<file path="config.mk">
export PLATFORM = sky130hd
export DESIGN_NAME = msg_db_unit
export DESIGN_NICKNAME = d
export VERILOG_FILES = /design/src/rtl/mdu_pkg.sv /design/src/rtl/mdu_mailbox.sv /design/src/rtl/mdu_doorbell.sv /design/src/rtl/mdu_stat.sv /design/src/rtl/msg_db_unit.sv
export SDC_FILE = /design/constraint.sdc
export NUM_CORES = 1
export LEC_CHECK = 0
export BUFFER_PORTS_ARGS = -buffer_cell sky130_fd_sc_hd__buf_2
export CAP_MARGIN = 20
export CORE_MARGIN = 1.5
export CORE_UTILIZATION = 52
export CTS_CLUSTER_SIZE = 14
export DETAILED_ROUTE_END_ITERATION = 12
export GPL_ROUTABILITY_DRIVEN = 0
export PLACE_DENSITY = 0.83
export SYNTH_ARGS = -nofsm -noshare
export SYNTH_HDL_FRONTEND = slang
export SYNTH_SLANG_ARGS = --single-unit
</file>
<file path="constraint.sdc">
create_clock -name clk -period 1.6 [get_ports clk]
set_input_delay 0.32 -clock clk [delete_from_list [all_inputs] [get_ports clk]]
set_output_delay 0.32 -clock clk [all_outputs]
set_load 0.03 [all_outputs]
</file>
<file path="src/rtl/mdu_pkg.sv">
package mdu_pkg;
    localparam int DW = 32;
    localparam int AW = 4;
    localparam int SW = 9;
    localparam int NMSG = 2;

    typedef enum logic [AW-1:0] {
        A_IMSG0 = 4'd0,
        A_IMSG1 = 4'd1,
        A_OMSG0 = 4'd2,
        A_OMSG1 = 4'd3,
        A_IDB   = 4'd4,
        A_ODB   = 4'd5,
        A_STAT  = 4'd6,
        A_MASK  = 4'd7,
        A_MCHK  = 4'd8
    } reg_addr_e;

    localparam int B_MSG0 = 0;
    localparam int B_MSG1 = 1;
    localparam int B_DB   = 3;
    localparam int B_MC   = 4;
    localparam int B_PQ   = 5;
    localparam int B_PQOV = 7;
    localparam int B_FQOV = 8;

    localparam logic [SW-1:0] OUT_VALID  = 9'h02B;
    localparam logic [SW-1:0] OUT_STICKY = 9'h023;
    localparam logic [SW-1:0] IN_VALID   = 9'h1BB;
    localparam logic [SW-1:0] IN_STICKY  = 9'h1B3;
endpackage

</file>
<file path="src/rtl/mdu_mailbox.sv">
module mdu_mailbox #(
    parameter int DW = 32,
    parameter int N  = 2
) (
    input  logic              clk,
    input  logic              rst_n,
    input  logic [N-1:0]      wr_en,
    input  logic [DW-1:0]     wdata,
    output logic [N-1:0][DW-1:0] msg
);
    for (genvar i = 0; i < N; i++) begin : g_slot
        always_ff @(posedge clk) begin
            if (!rst_n)        msg[i] <= '0;
            else if (wr_en[i]) msg[i] <= wdata;
        end
    end
endmodule

</file>
<file path="src/rtl/mdu_doorbell.sv">
module mdu_doorbell #(
    parameter int DW = 32
) (
    input  logic          clk,
    input  logic          rst_n,
    input  logic          ring,
    input  logic [DW-1:0] ring_bits,
    input  logic          rd_clr,
    output logic [DW-1:0] db_q,
    output logic          nonzero
);
    logic [DW-1:0] kept;
    logic [DW-1:0] added;

    always_comb begin
        kept    = rd_clr ? '0 : db_q;
        added   = ring ? ring_bits : '0;
        nonzero = |db_q;
    end

    always_ff @(posedge clk) begin
        if (!rst_n) db_q <= '0;
        else        db_q <= kept | added;
    end
endmodule

</file>
<file path="src/rtl/mdu_stat.sv">
module mdu_stat #(
    parameter int              SW       = 9,
    parameter logic [SW-1:0]   VALID    = '1,
    parameter logic [SW-1:0]   STICKY   = '1,
    parameter int              LIVE_BIT = 3
) (
    input  logic          clk,
    input  logic          rst_n,
    input  logic [SW-1:0] set_ev,
    input  logic          live,
    input  logic          rd_clr,
    input  logic          mask_we,
    input  logic [SW-1:0] mask_wd,
    output logic [SW-1:0] sticky_q,
    output logic [SW-1:0] mask_q,
    output logic [SW-1:0] view,
    output logic          irq
);
    logic [SW-1:0] live_vec;
    logic [SW-1:0] raw;

    always_comb begin
        live_vec = '0;
        live_vec[LIVE_BIT] = live;
        raw  = sticky_q | live_vec;
        view = raw & ~mask_q & VALID;
        irq  = |view;
    end

    always_ff @(posedge clk) begin
        if (!rst_n) begin
            sticky_q <= '0;
            mask_q   <= VALID;
        end else begin
            sticky_q <= ((rd_clr ? '0 : sticky_q) | set_ev) & STICKY;
            if (mask_we) mask_q <= mask_wd & VALID;
        end
    end
endmodule

</file>
<file path="src/rtl/msg_db_unit.sv">
module msg_db_unit
    import mdu_pkg::*;
(
    input  logic          clk,
    input  logic          rst_n,
    input  logic          h_req,
    input  logic          h_we,
    input  logic [AW-1:0] h_addr,
    input  logic [DW-1:0] h_wdata,
    output logic [DW-1:0] h_rdata,
    input  logic          l_req,
    input  logic          l_we,
    input  logic [AW-1:0] l_addr,
    input  logic [DW-1:0] l_wdata,
    output logic [DW-1:0] l_rdata,
    input  logic [2:0]    in_q_evt,
    input  logic          out_q_evt,
    output logic          host_irq,
    output logic          local_irq
);
    logic h_wr, h_rd, l_wr, l_rd;
    logic [NMSG-1:0] in_msg_we, out_msg_we;
    logic [NMSG-1:0][DW-1:0] in_msg, out_msg;
    logic in_ring, out_ring, in_db_clr, out_db_clr;
    logic [DW-1:0] in_db_q, out_db_q;
    logic in_db_nz, out_db_nz;
    logic in_stat_clr, out_stat_clr, in_mask_we, out_mask_we;
    logic [SW-1:0] in_set, out_set;
    logic [SW-1:0] in_sticky_q, out_sticky_q, in_mask_q, out_mask_q, in_view, out_view;
    logic [DW-1:0] h_mux, l_mux;

    always_comb begin
        h_wr = h_req & h_we;
        h_rd = h_req & ~h_we;
        l_wr = l_req & l_we;
        l_rd = l_req & ~l_we;

        in_msg_we[0]  = h_wr && (h_addr == A_IMSG0);
        in_msg_we[1]  = h_wr && (h_addr == A_IMSG1);
        out_msg_we[0] = l_wr && (l_addr == A_OMSG0);
        out_msg_we[1] = l_wr && (l_addr == A_OMSG1);
        in_ring       = h_wr && (h_addr == A_IDB);
        out_ring      = l_wr && (l_addr == A_ODB);
        in_db_clr     = l_rd && (l_addr == A_IDB);
        out_db_clr    = h_rd && (h_addr == A_ODB);
        in_stat_clr   = l_rd && (l_addr == A_STAT);
        out_stat_clr  = h_rd && (h_addr == A_STAT);
        in_mask_we    = l_wr && (l_addr == A_MASK);
        out_mask_we   = h_wr && (h_addr == A_MASK);

        in_set          = '0;
        in_set[B_MSG0]  = in_msg_we[0];
        in_set[B_MSG1]  = in_msg_we[1];
        in_set[B_MC]    = h_wr && (h_addr == A_MCHK) && h_wdata[0];
        in_set[B_PQ]    = in_q_evt[0];
        in_set[B_PQOV]  = in_q_evt[1];
        in_set[B_FQOV]  = in_q_evt[2];

        out_set         = '0;
        out_set[B_MSG0] = out_msg_we[0];
        out_set[B_MSG1] = out_msg_we[1];
        out_set[B_PQ]   = out_q_evt;
    end

    mdu_mailbox #(.DW(DW), .N(NMSG)) u_in_mbox (
        .clk(clk), .rst_n(rst_n), .wr_en(in_msg_we), .wdata(h_wdata), .msg(in_msg)
    );
    mdu_mailbox #(.DW(DW), .N(NMSG)) u_out_mbox (
        .clk(clk), .rst_n(rst_n), .wr_en(out_msg_we), .wdata(l_wdata), .msg(out_msg)
    );

    mdu_doorbell #(.DW(DW)) u_in_db (
        .clk(clk), .rst_n(rst_n), .ring(in_ring), .ring_bits(h_wdata),
        .rd_clr(in_db_clr), .db_q(in_db_q), .nonzero(in_db_nz)
    );
    mdu_doorbell #(.DW(DW)) u_out_db (
        .clk(clk), .rst_n(rst_n), .ring(out_ring), .ring_bits(l_wdata),
        .rd_clr(out_db_clr), .db_q(out_db_q), .nonzero(out_db_nz)
    );

    mdu_stat #(.SW(SW), .VALID(IN_VALID), .STICKY(IN_STICKY), .LIVE_BIT(B_DB)) u_in_stat (
        .clk(clk), .rst_n(rst_n), .set_ev(in_set), .live(in_db_nz), .rd_clr(in_stat_clr),
        .mask_we(in_mask_we), .mask_wd(l_wdata[SW-1:0]), .sticky_q(in_sticky_q),
        .mask_q(in_mask_q), .view(in_view), .irq(local_irq)
    );
    mdu_stat #(.SW(SW), .VALID(OUT_VALID), .STICKY(OUT_STICKY), .LIVE_BIT(B_DB)) u_out_stat (
        .clk(clk), .rst_n(rst_n), .set_ev(out_set), .live(out_db_nz), .rd_clr(out_stat_clr),
        .mask_we(out_mask_we), .mask_wd(h_wdata[SW-1:0]), .sticky_q(out_sticky_q),
        .mask_q(out_mask_q), .view(out_view), .irq(host_irq)
    );

    always_comb begin
        unique case (h_addr)
            A_OMSG0: h_mux = out_msg[0];
            A_OMSG1: h_mux = out_msg[1];
            A_ODB:   h_mux = out_db_q;
            A_STAT:  h_mux = DW'(out_view);
            A_MASK:  h_mux = DW'(out_mask_q);
            default: h_mux = '0;
        endcase
        unique case (l_addr)
            A_IMSG0: l_mux = in_msg[0];
            A_IMSG1: l_mux = in_msg[1];
            A_IDB:   l_mux = in_db_q;
            A_STAT:  l_mux = DW'(in_view);
            A_MASK:  l_mux = DW'(in_mask_q);
            default: l_mux = '0;
        endcase
    end

    always_ff @(posedge clk) begin
        if (!rst_n) begin
            h_rdata <= '0;
            l_rdata <= '0;
        end else begin
            if (h_rd) h_rdata <= h_mux;
            if (l_rd) l_rdata <= l_mux;
        end
    end
endmodule

</file>
; Yosys cells after proc, flatten, opt, wreduce, memory -nomap -nowiden
; Cells that the tools add are included.
[op_classes]
eq_ne = 15
div_mod_pow = 0
n_shift = 0
n_addsub = 0
n_mux = 8
bitwise_logic = 16
reduce_logical = 20
multipliers = 0
magnitude_cmp = 0
[ops]
columns = operator, count
row1 = $pmux 32 s5, 2
row2 = $mux 32, 4
row3 = $or 32x32->32, 2
row4 = $reduce_or 32->1, 2
row5 = $eq 4x3->1 const B, 8
row6 = $eq 4x2->1 const B, 4
row7 = $logic_and 1x1->1, 14
row8 = $and 9x9->9, 1
row9 = $mux 9, 1
row10 = $not 9->9, 1
row11 = $or 9x4->9, 1
row12 = $or 9x9->9, 1
row13 = $eq 4x1->1 const B, 2
row14 = $logic_not 4->1, 2
row15 = $reduce_or 7->1, 1
row16 = $and 6x6->6, 1
row17 = $mux 6, 1
row18 = $not 6->6, 1
row19 = $or 6x4->6, 1
row20 = $or 6x6->6, 1
row21 = $and 1x1->1, 4
row22 = $eq 4x4->1 const B, 1
row23 = $reduce_or 4->1, 1
row24 = $not 1->1, 2
[totals]
register_bits = 279
ram_bits = 0
mem_count = 0
word_cells = 72
input_bits = 82
out_inout_bits = 66
rom_bits = 0
latchBits = 0

; Depth between registers and ports, before layout
; Gate-level depths: netlist (run 1).
[logic_depth]
depth_word = 5
ltp_mapped = 7
depth_no_buf = 4

; Modules after synthesis
; Synthesis (run 1) repeated with hierarchy kept, for this count alone.
[hier_totals]
hier_cells = 1193
hier_area_um2 = 12159.2
[by_module_without_submodules]
columns = mod, seq_area_each_um2, cells_per_inst, instances, area_per_inst_um2
row1 = mdu_mailbox, 1281.2, 207, 2, 2492.4
row2 = msg_db_unit, 1281.2, 442, 1, 3794.9
row3 = mdu_doorbell, 640.6, 117, 2, 1201.2
row4 = mdu_stat (u_in_stat), 260.2, 59, 1, 580.6
row5 = mdu_stat (u_out_stat), 140.1, 44, 1, 396.6

; Worst setup path before layout (run 1)
; No wires, ideal clock.
[synth_timing]
kind = input to register
start = in l_addr[0]
end = reg l_rdata[12]
required_time_ps = 1535
setup_slack_ps = 2
path_stages = 7
t_arrival_ps = 1533
n_path_buf = 3
setup_ps = 65
path_cell_list = buf_2 -> nor2b_1 -> a2111o_1 -> buf_2 -> buf_2 -> a2bb2oi_1 -> nor2_1
[synth_between]
elab_chain_cells = 2
word_cells_on_any_way = 6
classes_between = eq/ne: 4 / mux: 1 / reduce/logical: 1
[synth_lines]
columns = element, line_no
row1 = "start, declared", msg_db_unit.sv:13  ; input logic [AW-1:0] l_addr,
row2 = $eq 4x3->1 (tied with other cells), msg_db_unit.sv:101  ; unique case (l_addr)
row3 = $pmux 32 s5 *, msg_db_unit.sv:101
row4 = "end signal, assigned", msg_db_unit.sv:117  ; if (l_rd) l_rdata <= l_mux;
row5 = "end, declared", msg_db_unit.sv:15  ; output logic [DW-1:0] l_rdata,
; Every way passes the cells marked *; elsewhere a longest branch is shown, timed or not.
; A chain may end at the register's enable or synchronous reset.

; Final worst setup path (run 1)
[layout_timing]
start = reg u_in_db.db_q[15]
end = out local_irq
[layout_between]
elab_chain_cells = 4
[layout_lines]
columns = element, line_no
row1 = "start, declared", mdu_doorbell.sv:9  ; output logic [DW-1:0] db_q,
row2 = "start signal, assigned", mdu_doorbell.sv:23  ; else db_q <= kept | added;
row3 = $reduce_or 32->1, mdu_doorbell.sv:18  ; nonzero = |db_q;
row4 = $or 9x4->9, mdu_stat.sv:25  ; raw = sticky_q | live_vec;
row5 = $and 9x9->9, mdu_stat.sv:26  ; view = raw & ~mask_q & VALID;
row6 = $reduce_or 7->1, mdu_stat.sv:27  ; irq = |view;
row7 = "end, declared", msg_db_unit.sv:19  ; output logic local_irq
; Every way passes these cells.

==> results of run 1 <==
[metrics by stage]
| stage | hold slack (ps) | TNS (ps) | std cells | area (µm²) | utilization (%) |
|---|---|---|---|---|---|
| floorplan | 409 | 0 | 1271 | 10800 | - |
| global placement | 433 | -4120 | 1717 | 12800 | 63.2 |
| detailed placement | 439 | -9040 | 1717 | 12800 | 63.2 |
| CTS | 8.61 | -1400 | 1766 | 13900 | 68.3 |
| global route | 28.3 | -1510 | 1767 | 13900 | 68.4 |
| finish | 26.1 | -1340 | 1769 | 13900 | 68.5 |
[synth_stat cells (2+ instances only)]
cell,instances,share of area [%]
nor4_1,16,0.93
nor2_1,102,3.6
nand3b_1,2,0.14
a21oi_1,150,7.0
dfxtp_1,276,51
o211ai_1,2,0.14
mux2_2,4,0.42
or3b_2,6,0.49
nor4b_2,3,0.42
and3_1,2,0.12
a222oi_1,53,4.9
a22oi_1,68,4.7
nand4_1,6,0.35
nor4_2,2,0.23
inv_2,2,0.070
a2bb2oi_1,25,2.0
nand2b_1,6,0.35
mux2i_1,7,0.65
o21ai_0,11,0.51
o211a_1,3,0.28
nand3_1,13,0.60
nand2_1,321,11
o21ai_1,37,1.7
nor2b_1,5,0.29
inv_1,7,0.24
or4_1,2,0.14
buf_2,39,1.8
o2bb2ai_1,6,0.49
and3b_1,2,0.16
and4bb_1,3,0.35
nor4bb_1,2,0.19
clkbuf_1,66,2.3
[area by class of cell]
cell class	instances	area, µm²	share of cell area [%]
clock buffers	42	825	5.93
inverters	9	38.8	0.279
repair buffers	286	2160	15.5
well taps	270	338	2.43
diodes	3	7.51	0.0540
flip-flops and latches	276	5530	39.8
clock inverters	5	100	0.720
multi-input cells	878	4900	35.3
[critical path: cells and delay by family, from the launching register on]
family / cells / cell delay [ps]
and+or+nand+nor: 2 / 520
AOI/OAI and AO/OA: 2 / 400
DFF: 1 / 340
buffers and inverters: 1 / 180
[report_power, final]
part           internal [mW]  switching, mW  leakage [nW]
Combinational          0.333          0.517          2.60
Clock                   4.00           2.59         0.453
Sequential              6.92         0.0321          2.23
Total                   11.3           3.14          5.28
[per-layer routing]
layer / routed length, µm / vias to the layer above / part of all wire (%) / global-route usage (%)
met3: 2670 / 90 / 8.3 / 4.94
met5: 0 / - / 0 / 0
li1: - / 4946 / - / -
met1: 12600 / 4984 / 39 / 35.6
met2: 15700 / 528 / 49 / 51.0
met4: 1090 / 0 / 3.4 / 11.7
[cells by family after synthesis]
kind of cell    synth area share (%)
compound gates                  22.8
buf+inv                         4.63
flops                           51.3
mux                             1.17
simple gates                    20.1
[state kept, by name (all words and copies together) (netlist names)]
register and flops:
u_in_mbox.msg 64, u_out_mbox.msg 64, h_rdata 32, l_rdata 32, u_in_db.db_q 32, u_out_db.db_q 32
u_in_stat.mask_q 7, u_in_stat.sticky_q 6, u_out_stat.mask_q 4, u_out_stat.sticky_q 3
[what timing repair did]
action                                 in CTS  in global routing
pin swaps                                   7                  6
hold buffers                                2                  0
setup endpoints to repair                   2                  2
gates resized for setup                    19                  6
endpoints found under the hold margin       2                  0
[worst paths after layout]
| path | cells after the start | endpoint | startpoint |
|---|---|---|---|
| max reg2reg | 5 | h_rdata[3] | u_out_db.db_q[20] |
| max | 5 | local_irq | u_in_db.db_q[15] |
| min reg2reg | 2 | h_rdata[20] | h_rdata[20] |
| min | 3 | u_in_stat.sticky_q[5] | in_q_evt[0] |
==> impl_metrics.py, run 1 <==
metrics = {
    "worst_setup_path": {
        "path_cells": "nor4_4, nand4_1, o21ai_2, o2111ai_2, buf_6",
        "reg2reg_slack_ps": 200,
        "crit_fanout": 2,
        "critPathSlowestCell": "dfxtp_2",
        "endpoint_kind": "primary output",
        "critPathKind": "reg -> out",
        "slowest_delay_ps": 340,
        "critPathArrivalTime_ps": 1960,
        "setup.worst_path.start_class": "register",
        "required_ps": 1280,
    },
    "final_layout": {
        "final_cell_mix": "nand2_1 (321), dfxtp_1 (272), a21oi_1 (150)",
        "fillers": 1599,
        "syn2layout_area_growth_pct": 29.0,
        "layout-drive-gt1-share_pct": 24.1,
        "fin_nets": 1561,
        "final_common_cell": "nand2_1",
    },
    "global_route": {
        "grt_pass1_vias": 10300,
        "antenna_found_initial": 2,
        "grt_usage_pct": 29.1,
        "grt_max_degree": 92,
        "overflow": 0,
        "grt_pass1_wl_mm": 51.9,
    },
    "route": {
        "routed_wl_mm": 32.1,
        "via_per_inst": 5.96,
        "drt_iter0_drc": 1294,
        "dr_total_vias": 10500,
        "drc": 0,
        "wl_per_cell_um": 18.1,
        "detail-route-antenna-nets": 0,
        "firstDrtPassIters": 8,
    },
    "logic_synthesis": {
        "async_flop_share_pct": 0,
        "syn_avg_cell_area_um2": 8.48,
        "synth_fp_nets": 1353,
        "ys.flop_type": "dfxtp_1",
        "yosys_warnings": 0,
        "ys_seq_area_share_pct": 51.3,
        "synth_cell_types": 54,
        "syn_inst": 1271,
        "ys_seq_elements": 276,
        "synth_edf_count": 0,
        "mappedNetlistArea_um2": 10800,
    },
    "timing": {
        "fin_crit_sh_pct": 142,
        "relSlewSlack_pct": 68.0,
        "finalWorstSetupSlack_ps": -678,
        "worst-slew-pin-transition_ps": 473,
        "clock_skew_ps": 6.37,
        "hold_viol_final": 0,
        "maxSlewViolCount": 0,
        "rsz0062_at_grt": "yes",
        "setup_viol": 2,
        "min_period_ps": 2280,
        "clock.fmax_mhz": 439,
    },
    "outcome": {
        "status": "finished with violations",
        "failed_checks": "negative setup slack",
    },
    "clocking": {
        "insertion_delay_ps": 530,
        "h-tree-depth": 1,
        "cts_buffer_depth": 3,
        "cts_setup_buffers": 0,
        "path_clk_slew_ps": 60,
        "cts_tree": "done",
        "cts_root_buffer": "clkbuf_16",
        "cts_buffers": 28,
        "cts.sinks": 276,
    },
    "power_and_ir_drop": {
        "power_mw": 14.4,
        "power_density_nw_per_um2": 1040,
        "leakage_nw": 5.28,
        "ir_worst_vdd_v": 0.000827,
    },
    "floorplanning": {
        "die_h_um": 147,
        "initial_core_util_pct": 53.1,
        "dieWidth_um": 147,
        "rows": 52,
        "core_um2": 20300,
        "pin_count": 148,
        "die-area_um2": 21600,
    },
    "hold_path": {
        "hold_class": "in -> reg",
    },
    "job": {
        "maxCapViolations": 0,
    },
    "place": {
        "port_buffers": 147,
        "pre_cts_slack_ps": -343,
        "dpl.hpwl_mm": 20.7,
    },
}
Power figures use the tool's default switching activity.
==> run 2: changes to the inputs <==
Settings changed: CORE_UTILIZATION 52 to 25, CTS_BUF_LIST set to sky130_fd_sc_hd__clkbuf_2, PLACE_DENSITY 0.83 to 0.5.
==> impl_metrics.py, run 2 (synthesis gave the netlist of run 1 again) <==
metrics = {
    "worst_setup_path": {
        "critical_path.top_delay_family": "simple AND/OR/NAND/NOR gates",
        "crit_buf_inv": 2,
        "setup.worst_path.start_class": "register",
        "critPathArrivalTime_ps": 2380,
        "critPathSlowestCell": "dfxtp_2",
        "crit_fanout": 2,
        "critPathKind": "reg -> out",
        "path_cells": "nor4_4, buf_4, nand4_1, o21ai_2, o2111ai_2, buf_6",
        "slowest_delay_ps": 350,
        "endpoint_kind": "primary output",
        "required_ps": 1280,
    },
    "global_route": {
        "antenna_found_initial": 5,
        "grt_pass1_vias": 10800,
        "grt_max_degree": 105,
        "overflow": 0,
        "grt_usage_pct": 17.6,
        "grt_pass1_wl_mm": 61.1,
    },
    "floorplanning": {
        "pin_count": 148,
        "initial_core_util_pct": 25.5,
        "die-area_um2": 44300,
        "rows": 75,
        "dieWidth_um": 211,
        "core_um2": 42200,
        "die_h_um": 211,
    },
    "place": {
        "pre_cts_slack_ps": -632,
        "place_inst": 1990,
        "dpl.hpwl_mm": 24.1,
        "place_area_um2": 13100,
        "port_buffers": 147,
    },
    "clocking": {
        "cts.sinks": 276,
        "h-tree-depth": 3,
        "cts_buffer_depth": 3,
        "path_clk_slew_ps": 100,
        "cts_root_buffer": "clkbuf_2",
        "cts_buffers": 78,
        "cts_tree": "done",
        "insertion_delay_ps": 970,
    },
    "hold_path": {
        "hold_class": "in -> reg",
    },
    "timing": {
        "setup_viol": 71,
        "clock_skew_ps": 29.8,
        "hold_slack_ps": 89.1,
        "finalWorstSetupSlack_ps": -1100,
        "fin_setup_tns_ps": -13160,
        "worst-slew-pin-transition_ps": 464,
        "rsz0062_at_grt": "yes",
        "relSlewSlack_pct": 69.0,
        "clock.fmax_mhz": 370,
        "maxSlewViolCount": 0,
        "min_period_ps": 2700,
        "fin_crit_sh_pct": 169,
        "hold_viol_final": 0,
    },
    "final_layout": {
        "fin_nets": 1735,
        "largestRegisters": "u_in_mbox.msg: 64 flops, u_out_mbox.msg: 64 flops",
        "stdcell_area_um2": 15700,
        "fin_cells": 2254,
        "layout-drive-gt1-share_pct": 31.2,
        "fillers": 4458,
        "final_cell_mix": "nand2_1 (321), dfxtp_1 (208), a21oi_1 (150)",
        "syn2layout_area_growth_pct": 45.4,
        "final_common_cell": "nand2_1",
    },
    "route": {
        "drc": 0,
        "via_per_inst": 4.90,
        "dr_total_vias": 11100,
        "wl_per_cell_um": 17.6,
        "drt_iter0_drc": 770,
        "routed_wl_mm": 39.7,
        "firstDrtPassIters": 6,
        "detail-route-antenna-nets": 0,
    },
    "outcome": {
        "failed_checks": "negative setup slack",
        "status": "finished with violations",
    },
    "job": {
        "maxCapViolations": 0,
    },
    "power_and_ir_drop": {
        "leakage_nw": 5.97,
        "power_density_nw_per_um2": 839,
        "ir_worst_vdd_v": 0.000477,
    },
}
-- run 2: cell count changes in the layout (fill, tap and decap cells not counted), moves of 61 or more --
cell and delta:
dlygate4sd3_1 +97, dfxtp_1 -64, clkbuf_2 +118, buf_2 -66
dfxtp_2 +61, buf_6 +64
-- run 2: area by class of cell --
| class | count | area (µm²) | share of cell area (%) |
|---|---|---|---|
| diodes | 5 | 12.5 | 0.0799 |
| clock buffers | 118 | 591 | 3.77 |
| clock inverters | 19 | 98.8 | 0.631 |
| inverters | 9 | 38.8 | 0.248 |
| multi-input cells | 878 | 4890 | 31.2 |
| flip-flops and latches | 276 | 5620 | 35.9 |
| well taps | 539 | 674 | 4.31 |
| repair buffers | 410 | 3740 | 23.9 |
-- run 2: final timing paths --
kind                    startpoint          endpoint  slack (ps)  depth (start not counted)
setup / recovery   u_in_db.db_q[9]         local_irq       -1100                          6
hold / removal           h_addr[1]        h_rdata[3]          90                          5
setup reg to reg   u_in_db.db_q[9]        l_rdata[3]          50                          6
hold reg to reg   u_in_mbox.msg[1]  u_in_mbox.msg[1]         460                          2
-- run 2: layer usage --
metal | vias to the layer above | wire (µm) | GRT usage, %
li1 | 5342 | - | -
met1 | 5284 | 17400 | 21.9
met2 | 354 | 19000 | 29.6
met3 | 70 | 2460 | 4.42
met4 | 4 | 751 | 5.67
met5 | - | 23 | 0
-- run 2: per-stage QoR --
stage          utilization [%]  power [mW]
5_1_grt                   37.1        13.8
6_report                  37.1        13.1
2_1_floorplan                -        7.46
3_5_place_dp              31.1        7.94
4_1_cts                   36.5        13.4
3_3_place_gp              31.1        7.93
-- run 2: worst register-to-register path, cell delays in order, from the launching register on --
cell and delay [ps]:
dfxtp_2 350, nor4_4 250, buf_4 140, nand4_1 140, buf_4 180, o211ai_1 280
a221oi_2 90
-- run 2: power breakdown --
part           switching, mW  internal, mW  leakage [nW]
logic                  0.576         0.473          3.17
registers             0.0302          6.91          2.26
clock network           3.06          2.10         0.540
-- run 2: what timing repair did --
item                                   CTS  global route
gates cloned                             0             3
hold buffers                            98             8
endpoints found under the hold margin  276             6
pin swaps                                8            12
gates resized for setup                210            17
setup endpoints to repair               67           104
buffers inserted                         9            11
